$ cat src/rtl/strobed_out_pkg.sv
package strobed_out_pkg;
  localparam int CTRL_INTEN_BIT = 6;
  localparam int CTRL_GPIO_LO   = 4;
  localparam int GPIO_W         = 2;
  localparam int STAT_OBF_BIT   = 7;
  localparam int STAT_IRQ_BIT   = 3;

  typedef struct packed {
    logic loadData;
    logic loadCtrl;
  } strobe_t;
endpackage

$ cat src/rtl/strobed_out_sync.sv
module strobed_out_sync #(
  parameter int STAGES = 2
) (
  input  logic clk,
  input  logic rstN,
  input  logic asyncIn,
  output logic syncOut
);
  logic [STAGES-1:0] chain;

  generate
    for (genvar i = 0; i < STAGES; i++) begin : g_stage
      always_ff @(posedge clk) begin
        if (!rstN) chain[i] <= 1'b1;
        else if (i == 0) chain[i] <= asyncIn;
        else chain[i] <= chain[(i == 0) ? 0 : i-1];
      end
    end
  endgenerate

  assign syncOut = chain[STAGES-1];
endmodule

$ cat src/rtl/strobed_out_ctrl.sv
module strobed_out_ctrl
  import strobed_out_pkg::*;
#(
  parameter int SYNC_STAGES = 2
) (
  input  logic    clk,
  input  logic    rstN,
  input  logic    hostWrEn,
  input  logic    hostAddr,
  input  logic    ackN,
  input  logic    intEnable,
  output strobe_t strobes,
  output logic    obfN,
  output logic    irq
);
  logic ackSync, ackPrev, ackFall, ackRise, ackTaken;

  strobed_out_sync #(.STAGES(SYNC_STAGES)) uSync (
    .clk(clk), .rstN(rstN), .asyncIn(ackN), .syncOut(ackSync)
  );

  always_ff @(posedge clk) begin
    if (!rstN) ackPrev <= 1'b1;
    else       ackPrev <= ackSync;
  end

  assign ackFall = ackPrev & ~ackSync;
  assign ackRise = ~ackPrev & ackSync;

  always_comb begin
    strobes.loadData = hostWrEn & ~hostAddr;
    strobes.loadCtrl = hostWrEn &  hostAddr;
  end

  always_ff @(posedge clk) begin
    if (!rstN) begin
      obfN     <= 1'b1;
      irq      <= 1'b0;
      ackTaken <= 1'b0;
    end else if (strobes.loadData) begin
      obfN     <= 1'b0;
      irq      <= 1'b0;
      ackTaken <= 1'b0;
    end else begin
      if (ackFall && !obfN) begin
        obfN     <= 1'b1;
        ackTaken <= 1'b1;
      end
      if (ackRise && ackTaken) begin
        ackTaken <= 1'b0;
        if (intEnable) irq <= 1'b1;
      end
    end
  end
endmodule

$ cat src/rtl/strobed_out_dpath.sv
module strobed_out_dpath
  import strobed_out_pkg::*;
#(
  parameter int DATA_W = 8
) (
  input  logic              clk,
  input  logic              rstN,
  input  strobe_t           strobes,
  input  logic              hostAddr,
  input  logic [DATA_W-1:0] hostWrData,
  input  logic              obfN,
  input  logic              irq,
  output logic [DATA_W-1:0] portData,
  output logic [DATA_W-1:0] hostRdData,
  output logic              intEnable,
  output logic [GPIO_W-1:0] gpioOut
);
  logic [DATA_W-1:0] status;

  always_ff @(posedge clk) begin
    if (!rstN) portData <= '0;
    else if (strobes.loadData) portData <= hostWrData;
  end

  always_ff @(posedge clk) begin
    if (!rstN) begin
      intEnable <= 1'b0;
      gpioOut   <= '0;
    end else if (strobes.loadCtrl) begin
      intEnable <= hostWrData[CTRL_INTEN_BIT];
      gpioOut   <= hostWrData[CTRL_GPIO_LO +: GPIO_W];
    end
  end

  always_comb begin
    status = '0;
    status[STAT_OBF_BIT]             = obfN;
    status[CTRL_INTEN_BIT]           = intEnable;
    status[CTRL_GPIO_LO +: GPIO_W]   = gpioOut;
    status[STAT_IRQ_BIT]             = irq;
    hostRdData = hostAddr ? status : portData;
  end
endmodule

$ cat src/rtl/strobed_out_port.sv
module strobed_out_port
  import strobed_out_pkg::*;
#(
  parameter int DATA_W      = 8,
  parameter int SYNC_STAGES = 2
) (
  input  logic              clk,
  input  logic              rstN,
  input  logic              hostWrEn,
  input  logic              hostAddr,
  input  logic [DATA_W-1:0] hostWrData,
  output logic [DATA_W-1:0] hostRdData,
  output logic [DATA_W-1:0] portData,
  output logic              obfN,
  input  logic              ackN,
  output logic              irq,
  output logic [1:0]        gpioOut
);
  strobe_t strobes;
  logic    intEnable;

  strobed_out_ctrl #(.SYNC_STAGES(SYNC_STAGES)) uCtrl (
    .clk(clk), .rstN(rstN), .hostWrEn(hostWrEn), .hostAddr(hostAddr),
    .ackN(ackN), .intEnable(intEnable), .strobes(strobes),
    .obfN(obfN), .irq(irq)
  );

  strobed_out_dpath #(.DATA_W(DATA_W)) uDpath (
    .clk(clk), .rstN(rstN), .strobes(strobes), .hostAddr(hostAddr),
    .hostWrData(hostWrData), .obfN(obfN), .irq(irq),
    .portData(portData), .hostRdData(hostRdData),
    .intEnable(intEnable), .gpioOut(gpioOut)
  );
endmodule

$ cat config.mk
export PLATFORM = sky130hd
export DESIGN_NAME = strobed_out_port
export DESIGN_NICKNAME = d
export VERILOG_FILES = /design/src/rtl/strobed_out_pkg.sv /design/src/rtl/strobed_out_sync.sv /design/src/rtl/strobed_out_ctrl.sv /design/src/rtl/strobed_out_dpath.sv /design/src/rtl/strobed_out_port.sv
export SDC_FILE = /design/constraint.sdc
export NUM_CORES = 1
export LEC_CHECK = 0
export BUFFER_PORTS_ARGS = -buffer_cell sky130_fd_sc_hd__buf_2
export CAP_MARGIN = 25
export CORE_AREA = 2 2 45 47
export CTS_CLUSTER_DIAMETER = 120
export DETAILED_ROUTE_END_ITERATION = 12
export DIE_AREA = 0 0 47 49
export GPL_ROUTABILITY_DRIVEN = 0
export GPL_TIMING_DRIVEN = 1
export PLACE_DENSITY_LB_ADDON = 0.3
export SYNTH_ARGS = -nofsm -noshare
export SYNTH_HDL_FRONTEND = slang
export SYNTH_HIERARCHICAL = 1
export SYNTH_SLANG_ARGS = --single-unit
$ cat constraint.sdc
create_clock -name clk -period 0.8 [get_ports clk]
set_input_delay 0.08 -clock clk [delete_from_list [all_inputs] [get_ports clk]]
set_output_delay 0.08 -clock clk [all_outputs]
set_load 0.01 [all_outputs]
== Yosys cells after proc, flatten, opt, wreduce, memory -nomap -nowiden ==
Index checks and enable logic that the tools add are counted.

* Divide/modulo/power cells: 0
* Shift operators: 0
* Mux-type cells: 3
* Equality and inequality tests: 0
* Reduce and logical (&&, ||, !) cells: 7
* Order comparisons: 0
* Bitwise gates (word level): 8
* $mul: 0
* Add/sub/neg operators: 0

{| class="wikitable"
|+ Operators by type and width
! operator !! number
|-
| 8-bit 2-to-1 mux || 1
|-
| 1-bit bitwise AND || 4
|-
| 1-bit NOT || 4
|-
| 3-bit OR reduction || 1
|-
| 1-bit logical AND || 2
|-
| 1-bit 2-to-1 mux || 2
|-
| 2-bit AND reduction || 1
|-
| 2-bit nonzero test || 1
|-
| 2-bit OR reduction || 1
|-
| 1-bit zero test || 1
|}

* Memory bits (read-only): 0
* Word-level logic and storage cells: 27
* Memories kept: 0
* Bits in latches: 0
* Output and inout port bits: 20
* RAM bits: 0
* Register bits: 17
* Bits of input ports: 13

== Longest topological paths before layout ==
Gate-level depths: netlist of run 1.

* Depth after elaboration: 5
* Mapped depth: 5
* Mapped depth without buffers: 4

== Cells and area by module ==
The synthesis of run 1 kept the hierarchy.

{| class="wikitable"
|+ By module, submodules not included
! module !! area each (sq um) !! cells each !! instances
|-
| strobed_out_dpath || 526.8 || 44 || 1
|-
| strobed_out_ctrl || 166.4 || 19 || 1
|-
| strobed_out_sync || 52.6 || 4 || 1
|}

== Least setup slack after synthesis of run 1 ==
No wires, ideal clock.

* Path kind: input port to flip-flop
* From: in hostAddr
* To: reg uDpath.portData[0]
* Required time: 0.684 ns
* Stages on the path: 5
* Arrival: 0.648 ns
* Setup slack: 0.036 ns
* Path through: nand2b_1 -> inv_1 -> buf_6 -> mux2i_1 -> nor2b_1

{| class="wikitable"
|+ RTL lines
! what !! RTL line !! text
|-
| start, declared || strobed_out_port.sv:10 || <nowiki>input logic hostAddr,</nowiki>
|-
| end signal, assigned || strobed_out_dpath.sv:22 || <nowiki>else if (strobes.loadData) portData <= hostWrData;</nowiki>
|-
| end, declared || strobed_out_dpath.sv:13 || <nowiki>output logic [DATA_W-1:0] portData,</nowiki>
|}

== Final worst setup path of run 1 ==
* From: reg uDpath.portData[4]
* To: out hostRdData[4]

* Longest elaborated chain between the ends: 1

{| class="wikitable"
|+ RTL lines
! what !! RTL line !! text
|-
| 8-bit 2-to-1 mux || strobed_out_dpath.sv:41 || <nowiki>hostRdData = hostAddr ? status : portData;</nowiki>
|-
| end, declared || strobed_out_port.sv:12 || <nowiki>output logic [DATA_W-1:0] hostRdData,</nowiki>
|}

Every way passes these cells.

==> results of run 1 <==
-- state kept, by name, indices dropped and copies added (netlist names) --
register / cells
uDpath/portData: 8
uCtrl/uSync/syncOut: 1
uDpath/gpioOut: 2
uCtrl/ackTaken: 1
uCtrl/uSync/chain: 1
uCtrl/ackPrev: 1
uDpath/intEnable: 1
uCtrl/irq: 1
uCtrl/obfN: 1
-- cell usage in the layout, fill, tap and decap left out --
master         count
dfxtp_4            1
clkinv_2           1
nor2b_4            1
nor2_1             2
clkbuf_4           3
dfxtp_2           14
nor2b_1           11
buf_12             1
a22oi_2            1
o21ai_1            1
nand2_1            2
buf_2             13
inv_1              3
dlygate4sd3_1      1
buf_4              5
and2_1             1
nand2b_1           5
mux2i_1           11
a41oi_2            1
dfxtp_1            2
mux2_4             5
and2b_2            3
buf_6             29
-- worst max-delay path by stage --
stage	to	slack, ns
3_5_place_dp	uDpath/portData[7]$_SDFFE_PN0P_	-0.16
3_3_place_gp	uDpath/portData[2]$_SDFFE_PN0P_	-0.12
2_1_floorplan	uDpath/portData[0]$_SDFFE_PN0P_	0.04
5_1_grt	hostRdData[4]	-0.34
4_1_cts	hostRdData[5]	-0.30
6_report	hostRdData[4]	-0.31
-- worst register-to-register path, delay by kind of cell (launching register included) --
family / cells / cell delay (ns)
compound gates: 1 / 0.16
buf+inv: 2 / 0.22
flops: 1 / 0.34
simple gates: 1 / 0.05
-- cells by family (layout without fill, tap and decap cells) --
logic type,Yosys count,after routing
flip-flops,17,17
AND/OR/NAND/NOR,25,25
AO/OA/AOI/OAI,3,3
multiplexers,16,16
buffers and inverters,6,56
-- cell type report --
cell class	instances	share of cell area
clock inverters	1	0.00393
clock buffers	3	0.0177
repair buffers	49	0.361
well taps	27	0.0265
inverters	3	0.00884
flip-flops and latches	17	0.284
multi-input cells	44	0.299
-- through the flow --
stage	worst slack [ns]	total power [mW]	util
global placement	-0.124	1.20	0.527
CTS	-0.302	1.77	0.673
floorplan	0.0357	1.08	-
global route	-0.342	1.86	0.692
detailed placement	-0.159	1.20	0.527
finish	-0.307	1.76	0.692
-- per-layer routing --
metal | track usage | vias to the layer above
li1 | - | 318
met4 | 0.0833 | 0
met3 | 0.0407 | 4
met1 | 0.206 | 307
met2 | 0.285 | 19
met5 | 0 | -
-- what timing repair did --
action,CTS,global route
setup buffers,8,6
setup endpoints to repair,21,25
hold buffers,1,0
pin swaps,1,2
gates resized for setup,41,10
hold endpoints to repair,1,0
-- power by group through the flow --
stage                     Sequential (mW)  Clock [mW]  Combinational [mW]
after floorplan                     0.938           0               0.145
after global placement              0.925           0               0.271
after detailed placement            0.927           0               0.275
after CTS                           0.913       0.477               0.376
after global routing                0.918       0.521               0.422
final                               0.913       0.459               0.392
==> flow_metrics.tcl, run 1 <==
set metrics [dict create \
    worstMarginPinSlew_ns 0.215 \
    synth-xor-area-share 0 \
    vias 648 \
    ys_seq_area_frac 0.456 \
    nFillCells 149 \
    drt_iter0_drc 4 \
    syn-cell-area_um2 746 \
    io_pins 33 \
    max_stage_delay_ns 0.34 \
    vias_per_cell 4.50 \
    syn_inst 67 \
    async_reset_ff_frac 0 \
    yosys-top-cells-count "17 x dfxtp_1, 11 x mux2i_1, 11 x nor2b_1" \
    r2r_cells 4 \
    synth_ff_type "dfxtp_1" \
    reg2reg_from "uCtrl/irq$_SDFFE_PP0P_" \
    synth_cell_types 16 \
    timing.final.crit_share 1.38 \
    met2_length_um 1030 \
    status "finished with violations" \
    final_nets 131 \
    place_inst 129 \
    synthAdderAreaFrac 0 \
    comb_power_share 0.222 \
    fin_ws_ns -0.307 \
    row_count 16 \
    synth_compound_area_frac 0.0352 \
    synth.largest_area_cell "dfxtp_1" \
    critPathLaunch "uDpath/portData[4]$_SDFFE_PN0P_" \
    grt_pass1_wl_um 2900 \
    die_h_um 49 \
    synthTopCellsByArea "dfxtp_1 46%, mux2i_1 15%, mux2_4 10%" \
    postSynthRegisterBits 17 \
    p_leak_nw 0.603 \
    wl_per_cell_um 13.2 \
    drt_pass1_iterations 2 \
    cp_num_cells 2 \
    endpoint_kind "output port" \
    fin_crit_ns 1.11 \
    final_cells 144 \
    grtUsageTotal 0.175 \
    wl_met1_um 768 \
    antenna_found_initial 0 \
    synth.most_common_cell "dfxtp_1" \
    rsz0062_at_grt "yes" \
    holdPathEnd "uDpath/portData[3]$_SDFFE_PN0P_" \
    worstPathRequired_ns 0.72 \
    postLayoutCellArea_mm2 0.00127 \
    highest-signal-layer "met4" \
    yosys.area.top_type_share 0.456 \
    routed_wl_um 1900 \
    cts-root-buf "clkbuf_4" \
    path_clk_slew_ns 0.10 \
    hold_viol 0 \
    cp_slowest_cell "dfxtp_2" \
    p_sw_mw 0.448 \
    grt_pass1_vias 664 \
    finClkSkew_ns 0.000397 \
    relSlewSlack 0.852 \
    die_area_mm2 0.00230 \
    synth_mux_area_frac 0.248 \
    grt-ovfl-total 0 \
    dp_hpwl_um 1070 \
    clock.fmax_mhz 903 \
    synth_top_family_by_area "multiplexers" \
    whs_ns 0.0486 \
    min_path_cells 3 \
    violations "setup timing" \
    worstPathArrival_ns 1.03 \
    area_growth_pct 70.8 \
    p_per_area_mw_per_mm2 1380 \
    ir_worst_vdd_mv 0.741 \
    clkPwrFrac 0.260 \
    cts.sinks 17 \
    synth_edf_count 0 \
    grt_start_max_net_pins 17 \
    crit_buf_inv 1 \
    setup_tns_ns -3.56 \
    drv_slew 0 \
    drive_gt1_frac 0.667 \
    sw_frac_of_total 0.254 \
    h-tree-depth 1 \
    synth_area_per_cell_um2 11.1 \
    crit_fanout 2 \
    drc_errors 0 \
    cts_buffers 3 \
    crit_family "flip-flops" \
    max_cap_violations 0 \
    ff2ff_setup_slack_ns -0.06 \
    timing.rr.end "uCtrl/irq$_SDFFE_PP0P_" \
    ff_latch_area_um2 362 \
    seqPwrFrac 0.518 \
    critical_path_class "reg -> out" \
    start_kind "register" \
    dpl_cell_area_um2 971 \
    drtAntennaViolNets 0 \
    hp-start "hostWrData[3]" \
    setup_viol_count_final 21 \
    portBuffers 32 \
    multiInputGateArea_um2 380 \
    die_x_um 47 \
    path_cells "mux2_4 > buf_6" \
    hold_path.class "in -> reg" \
    intPower_mw 1.32 \
    clk_latency_ns 0.29 \
    wl_met3_um 61 \
    core_mm2 0.00184 \
    syn_nets 80 \
    cts_tree "done" \
    cts_buffer_depth 2 \
    synth-simple-area-share 0.210 \
    ys_warn_count 6 \
    initial_core_util 0.405 \
    diodes 0 \
]
Power figures use the tool's default switching activity.
==> run 2: changes to the inputs <==
--- a/config.mk
+++ b/config.mk
@@ -5,12 +5,12 @@
 export SDC_FILE = /design/constraint.sdc
 export NUM_CORES = 1
 export LEC_CHECK = 0
-export BUFFER_PORTS_ARGS = -buffer_cell sky130_fd_sc_hd__buf_2
 export CAP_MARGIN = 25
-export CORE_AREA = 2 2 45 47
+export CORE_AREA = 2 2 43 45
 export CTS_CLUSTER_DIAMETER = 120
 export DETAILED_ROUTE_END_ITERATION = 12
-export DIE_AREA = 0 0 47 49
+export DIE_AREA = 0 0 45 47
+export DONT_BUFFER_PORTS = 1
 export GPL_ROUTABILITY_DRIVEN = 0
 export GPL_TIMING_DRIVEN = 1
 export PLACE_DENSITY_LB_ADDON = 0.3
==> flow_metrics.tcl, run 2 (synthesis gave the netlist of run 1 again) <==
set metrics [dict create \
    hold_path.class "in -> reg" \
    p_per_area_mw_per_mm2 1570 \
    portBuffers 0 \
    final_nets 103 \
    hold_viol 0 \
    wl_per_cell_um 14.6 \
    drc_errors 0 \
    die_h_um 47 \
    die_x_um 45 \
    endpoint_kind "output port" \
    final_cells 106 \
    reg.largest.list "uDpath/portData x8, uDpath/gpioOut x2" \
    max_stage_delay_ns 0.36 \
    critPathLaunch "uDpath/portData[5]$_SDFFE_PN0P_" \
    die_area_mm2 0.00212 \
    cts_buffer_depth 2 \
    h-tree-depth 1 \
    cts_tree "done" \
    critical_path_class "reg -> out" \
    timing.rr.end "uCtrl/ackTaken$_SDFFE_PP0P_" \
    drive_gt1_frac 0.461 \
    drt_pass1_iterations 3 \
    grt_pass1_wl_um 2210 \
    area_growth_pct 38.6 \
    grt_start_max_net_pins 17 \
    initial_core_util 0.452 \
    crit_family "flip-flops" \
    reg2reg_from "uCtrl/obfN$_SDFFE_PN1P_" \
    vias_per_cell 5.02 \
    drt_iter0_drc 4 \
    p_leak_nw 0.450 \
    crit_fanout 3 \
    grt-ovfl-total 0 \
    r2r_cells 4 \
    core_mm2 0.00165 \
    clk_latency_ns 0.28 \
    largest_register "uDpath/portData" \
    cts-root-buf "clkbuf_4" \
    vias 532 \
    routed_wl_um 1550 \
    crit_buf_inv 0 \
    clock.fmax_mhz 992 \
    fin_crit_ns 1.01 \
    relSlewSlack 0.679 \
    mostFrequentLayoutCells "12 x dfxtp_2, 11 x mux2i_1, 11 x nor2b_1, 9 x dlygate4sd3_1, 7 x buf_6" \
    timing.final.crit_share 1.26 \
    layout_commonest_cell "dfxtp_2" \
    violations "setup timing" \
    max_cap_violations 0 \
    largest_reg_flops 8 \
    grtUsageTotal 0.154 \
    crit_end "hostRdData[5]" \
    ir_worst_vdd_mv 0.980 \
    worstPathArrival_ns 0.93 \
    row_count 15 \
    cp_num_cells 1 \
    ff2ff_setup_slack_ns -0.01 \
    diodes 0 \
    worstMarginPinSlew_ns 0.482 \
    cts.sinks 17 \
    drtAntennaViolNets 0 \
    cts_buffers 3 \
    grt_pass1_vias 496 \
    finClkSkew_ns 0.000453 \
    place_inst 88 \
    fin_ws_ns -0.208 \
    start_kind "register" \
    total_power_mw 1.62 \
    status "finished with violations" \
    rsz0062_at_grt "yes" \
    drv_slew 0 \
    antenna_found_initial 0 \
    io_pins 33 \
    path_cells "mux2_4" \
    cp_slowest_cell "dfxtp_2" \
    worstPathRequired_ns 0.72 \
    setup_viol_count_final 13 \
    path_clk_slew_ns 0.10 \
]
==> run 2: per-layer routing <==
layer	GRT usage	share of wire	up-vias
met5	0	0	-
met4	0.0882	0.0077	0
met3	0.0423	0.067	2
met2	0.246	0.54	22
met1	0.187	0.39	243
li1	-	-	265
==> run 2: layout make-up <==
type / count / area (um2)
sequential: 17 / 367
fill: 130 / 618
clock buffer: 4 / 26.3
timing repair buffer: 21 / 224
inverter: 3 / 11.3
tap: 17 / 21.3
multi-input combinational: 44 / 384
==> run 2: worst min-delay path by stage <==
stage               startpoint                       to  slack (ns)  depth (start not counted)
finish                hostWrEn  uCtrl/obfN$_SDFFE_PN1P_        0.08                          4
detailed placement        rstN  uCtrl/obfN$_SDFFE_PN1P_        0.15                          1
global placement          rstN  uCtrl/obfN$_SDFFE_PN1P_        0.15                          1
global route          hostWrEn  uCtrl/obfN$_SDFFE_PN1P_        0.09                          4
CTS                   hostWrEn  uCtrl/obfN$_SDFFE_PN1P_         0.1                          4
floorplan                 rstN  uCtrl/obfN$_SDFFE_PN1P_        0.14                          1
==> run 2: through the flow <==
stage                util  setup TNS, ns  hold WS (ns)  cell area [um2]  worst slack, ns
floorplan               -              0         0.142              746           0.0357
global placement    0.488       -0.00631         0.146              806         -0.00426
detailed placement  0.488         -0.127         0.146              806          -0.0260
global route        0.626          -2.25        0.0946             1030           -0.245
finish              0.626          -1.71        0.0845             1030           -0.208
CTS                 0.598          -3.25        0.0975              988           -0.225
==> run 2: power breakdown <==
group	switching (mW)	leakage, nW	internal, mW	total, mW
Combinational	0.0921	0.290	0.154	0.246
Clock	0.259	0.0150	0.193	0.452
Sequential	0.0402	0.144	0.883	0.923
==> run 2: timing repair <==
action                                 CTS  global route
gates resized for setup                 17            12
setup buffers                            3             2
pin swaps                                0             2
endpoints found under the hold margin   17             0
setup endpoints to repair               13            29
hold buffers                            10             0
==> run 3: changes to the inputs <==
--- a/config.mk
+++ b/config.mk
@@ -5,15 +5,16 @@
 export SDC_FILE = /design/constraint.sdc
 export NUM_CORES = 1
 export LEC_CHECK = 0
+export BUFFER_PORTS_ARGS = -buffer_cell sky130_fd_sc_hd__buf_2
 export CAP_MARGIN = 25
-export CORE_AREA = 2 2 43 45
+export CORE_AREA = 2 2 45 47
 export CTS_CLUSTER_DIAMETER = 120
 export DETAILED_ROUTE_END_ITERATION = 12
-export DIE_AREA = 0 0 45 47
-export DONT_BUFFER_PORTS = 1
+export DIE_AREA = 0 0 47 49
 export GPL_ROUTABILITY_DRIVEN = 0
 export GPL_TIMING_DRIVEN = 1
 export PLACE_DENSITY_LB_ADDON = 0.3
+export SETUP_SLACK_MARGIN = 0.3
 export SYNTH_ARGS = -nofsm -noshare
 export SYNTH_HDL_FRONTEND = slang
 export SYNTH_HIERARCHICAL = 1
==> constraint.sdc (replaced) <==
create_clock -name clk -period 1.1 [get_ports clk]
set_input_delay 0.11 -clock clk [delete_from_list [all_inputs] [get_ports clk]]
set_output_delay 0.11 -clock clk [all_outputs]
set_load 0.01 [all_outputs]
==> flow_metrics.tcl, run 3 (synthesis gave the netlist of run 1 again) <==
set metrics [dict create \
    status "finished with violations" \
    violations "setup timing" \
    relSlewSlack 0.845 \
    cts_tree "done" \
    antenna_found_initial 0 \
    crit_fanout 3 \
    routed_wl_um 1760 \
    layout_commonest_cell "buf_6" \
    place_inst 125 \
    drt_iter0_drc 3 \
    endpoint_kind "output port" \
    cts-root-buf "clkbuf_4" \
    finClkSkew_ns 0.00574 \
    area_growth_pct 70.8 \
    timing.final.crit_share 1.03 \
    cp_slowest_cell "dfxtp_2" \
    fin_ws_ns -0.0276 \
    drtAntennaViolNets 0 \
    clk_latency_ns 0.29 \
    whs_ns 0.0746 \
    path_cells "mux2_4 > buf_6" \
    worstPathArrival_ns 1.02 \
    drt_pass1_iterations 3 \
    path_clk_slew_ns 0.10 \
    die_area_mm2 0.00230 \
    row_count 16 \
    grt_start_max_net_pins 17 \
    crit_buf_inv 1 \
    start_kind "register" \
    die_x_um 47 \
    critical_path_class "reg -> out" \
    io_pins 33 \
    largest_reg_flops 8 \
    dp_hpwl_um 992 \
    max_stage_delay_ns 0.35 \
    final_cells 144 \
    core_mm2 0.00184 \
    p_leak_nw 0.598 \
    final_core_util 0.692 \
    initial_core_util 0.405 \
    setup_viol_count_final 5 \
    wl_per_cell_um 12.2 \
    die_h_um 49 \
    fin_crit_ns 1.13 \
    drv_slew 0 \
    h-tree-depth 1 \
    worstPathRequired_ns 0.99 \
    rsz0062_at_grt "yes" \
    grt_pass1_vias 597 \
    place_ws_ns 0.111 \
    vias_per_cell 4.35 \
    final_nets 131 \
    diodes 0 \
    drive_gt1_frac 0.667 \
    hold_path.class "in -> reg" \
    largest_register "uDpath/portData" \
    crit_family "flip-flops" \
    p_per_area_mw_per_mm2 1010 \
    hold_viol 0 \
    grt-ovfl-total 0 \
    total_power_mw 1.29 \
    portBuffers 32 \
    mostFrequentLayoutCells "31 x buf_6, 13 x dfxtp_2, 12 x buf_2, 11 x nor2b_1, 10 x mux2i_1" \
    cts.sinks 17 \
    ir_worst_vdd_mv 0.555 \
    grt_pass1_wl_um 2660 \
    cts_buffer_depth 2 \
    worstMarginPinSlew_ns 0.233 \
    clock.fmax_mhz 887 \
    grtUsageTotal 0.166 \
    cts_buffers 3 \
    reg.largest.list "uDpath/portData x8, uDpath/gpioOut x2" \
    vias 626 \
    ff2ff_setup_slack_ns 0.12 \
    max_cap_violations 0 \
    drc_errors 0 \
]
## run 3: cell types whose count changed in the layout (fill, tap and decap cells not counted), sizes merged
cell,before,now
buf,11,48
dlygate4sd3,9,1
clkbuf,4,3
clkinv,0,1
dlymetal6s4s,1,0
## run 3: metal layers
metal / GRT usage / vias up / share of wire
met5: 0 / - / 0
met4: 0.0694 / 0 / 0.0068
met3: 0.0444 / 2 / 0.044
met2: 0.276 / 17 / 0.54
met1: 0.192 / 289 / 0.40
li1: - / 318 / -
## run 3: where the power goes
group	internal [mW]	switching, mW	leakage [nW]
Combinational	0.183	0.107	0.436
Sequential	0.647	0.0196	0.144
Clock	0.135	0.196	0.0177
Total	0.964	0.322	0.598
## run 3: what timing repair did
item                       CTS  global route
setup endpoints to repair   21            23
pin swaps                    1             0
hold buffers                 1             0
buffers inserted             9             5
hold endpoints to repair     1             0
gates resized for setup     40             7
## run 3: path summary, 6_finish.rpt
kind,end,depth (start not counted),start
max,hostRdData[6],2,uDpath/intEnable$_SDFFE_PN0P_
min,uDpath/portData[3]$_SDFFE_PN0P_,3,hostWrData[3]
max reg2reg,uDpath/portData[6]$_SDFFE_PN0P_,5,uDpath/portData[6]$_SDFFE_PN0P_
min reg2reg,uCtrl/uSync/syncOut$_SDFF_PN1_,1,uCtrl/uSync/chain[0]$_SDFF_PN1_
## run 3: area by class of cell
| class | count | area, um2 |
|---|---|---|
| clock inverters | 1 | 5.00 |
| multi-input cells | 44 | 375 |
| well taps | 27 | 33.8 |
| flip-flops and latches | 17 | 357 |
| inverters | 3 | 11.3 |
| fillers | 166 | 568 |
| clock buffers | 3 | 22.5 |
| repair buffers | 49 | 469 |
## run 3: worst register-to-register path, delay by kind of cell, from the launching register on
kind,cells,cell delay [ns]
buffers and inverters,3,0.33
muxes,1,0.16
and+or+nand+nor,1,0.06
DFF,1,0.33
## run 3: metrics by stage
step                      TNS (ns)  cell area, um2
after floorplan                  0             746
after global placement           0             941
after detailed placement         0             941
after CTS                   -0.159            1200
after global routing        -0.330            1270
final                       -0.120            1270
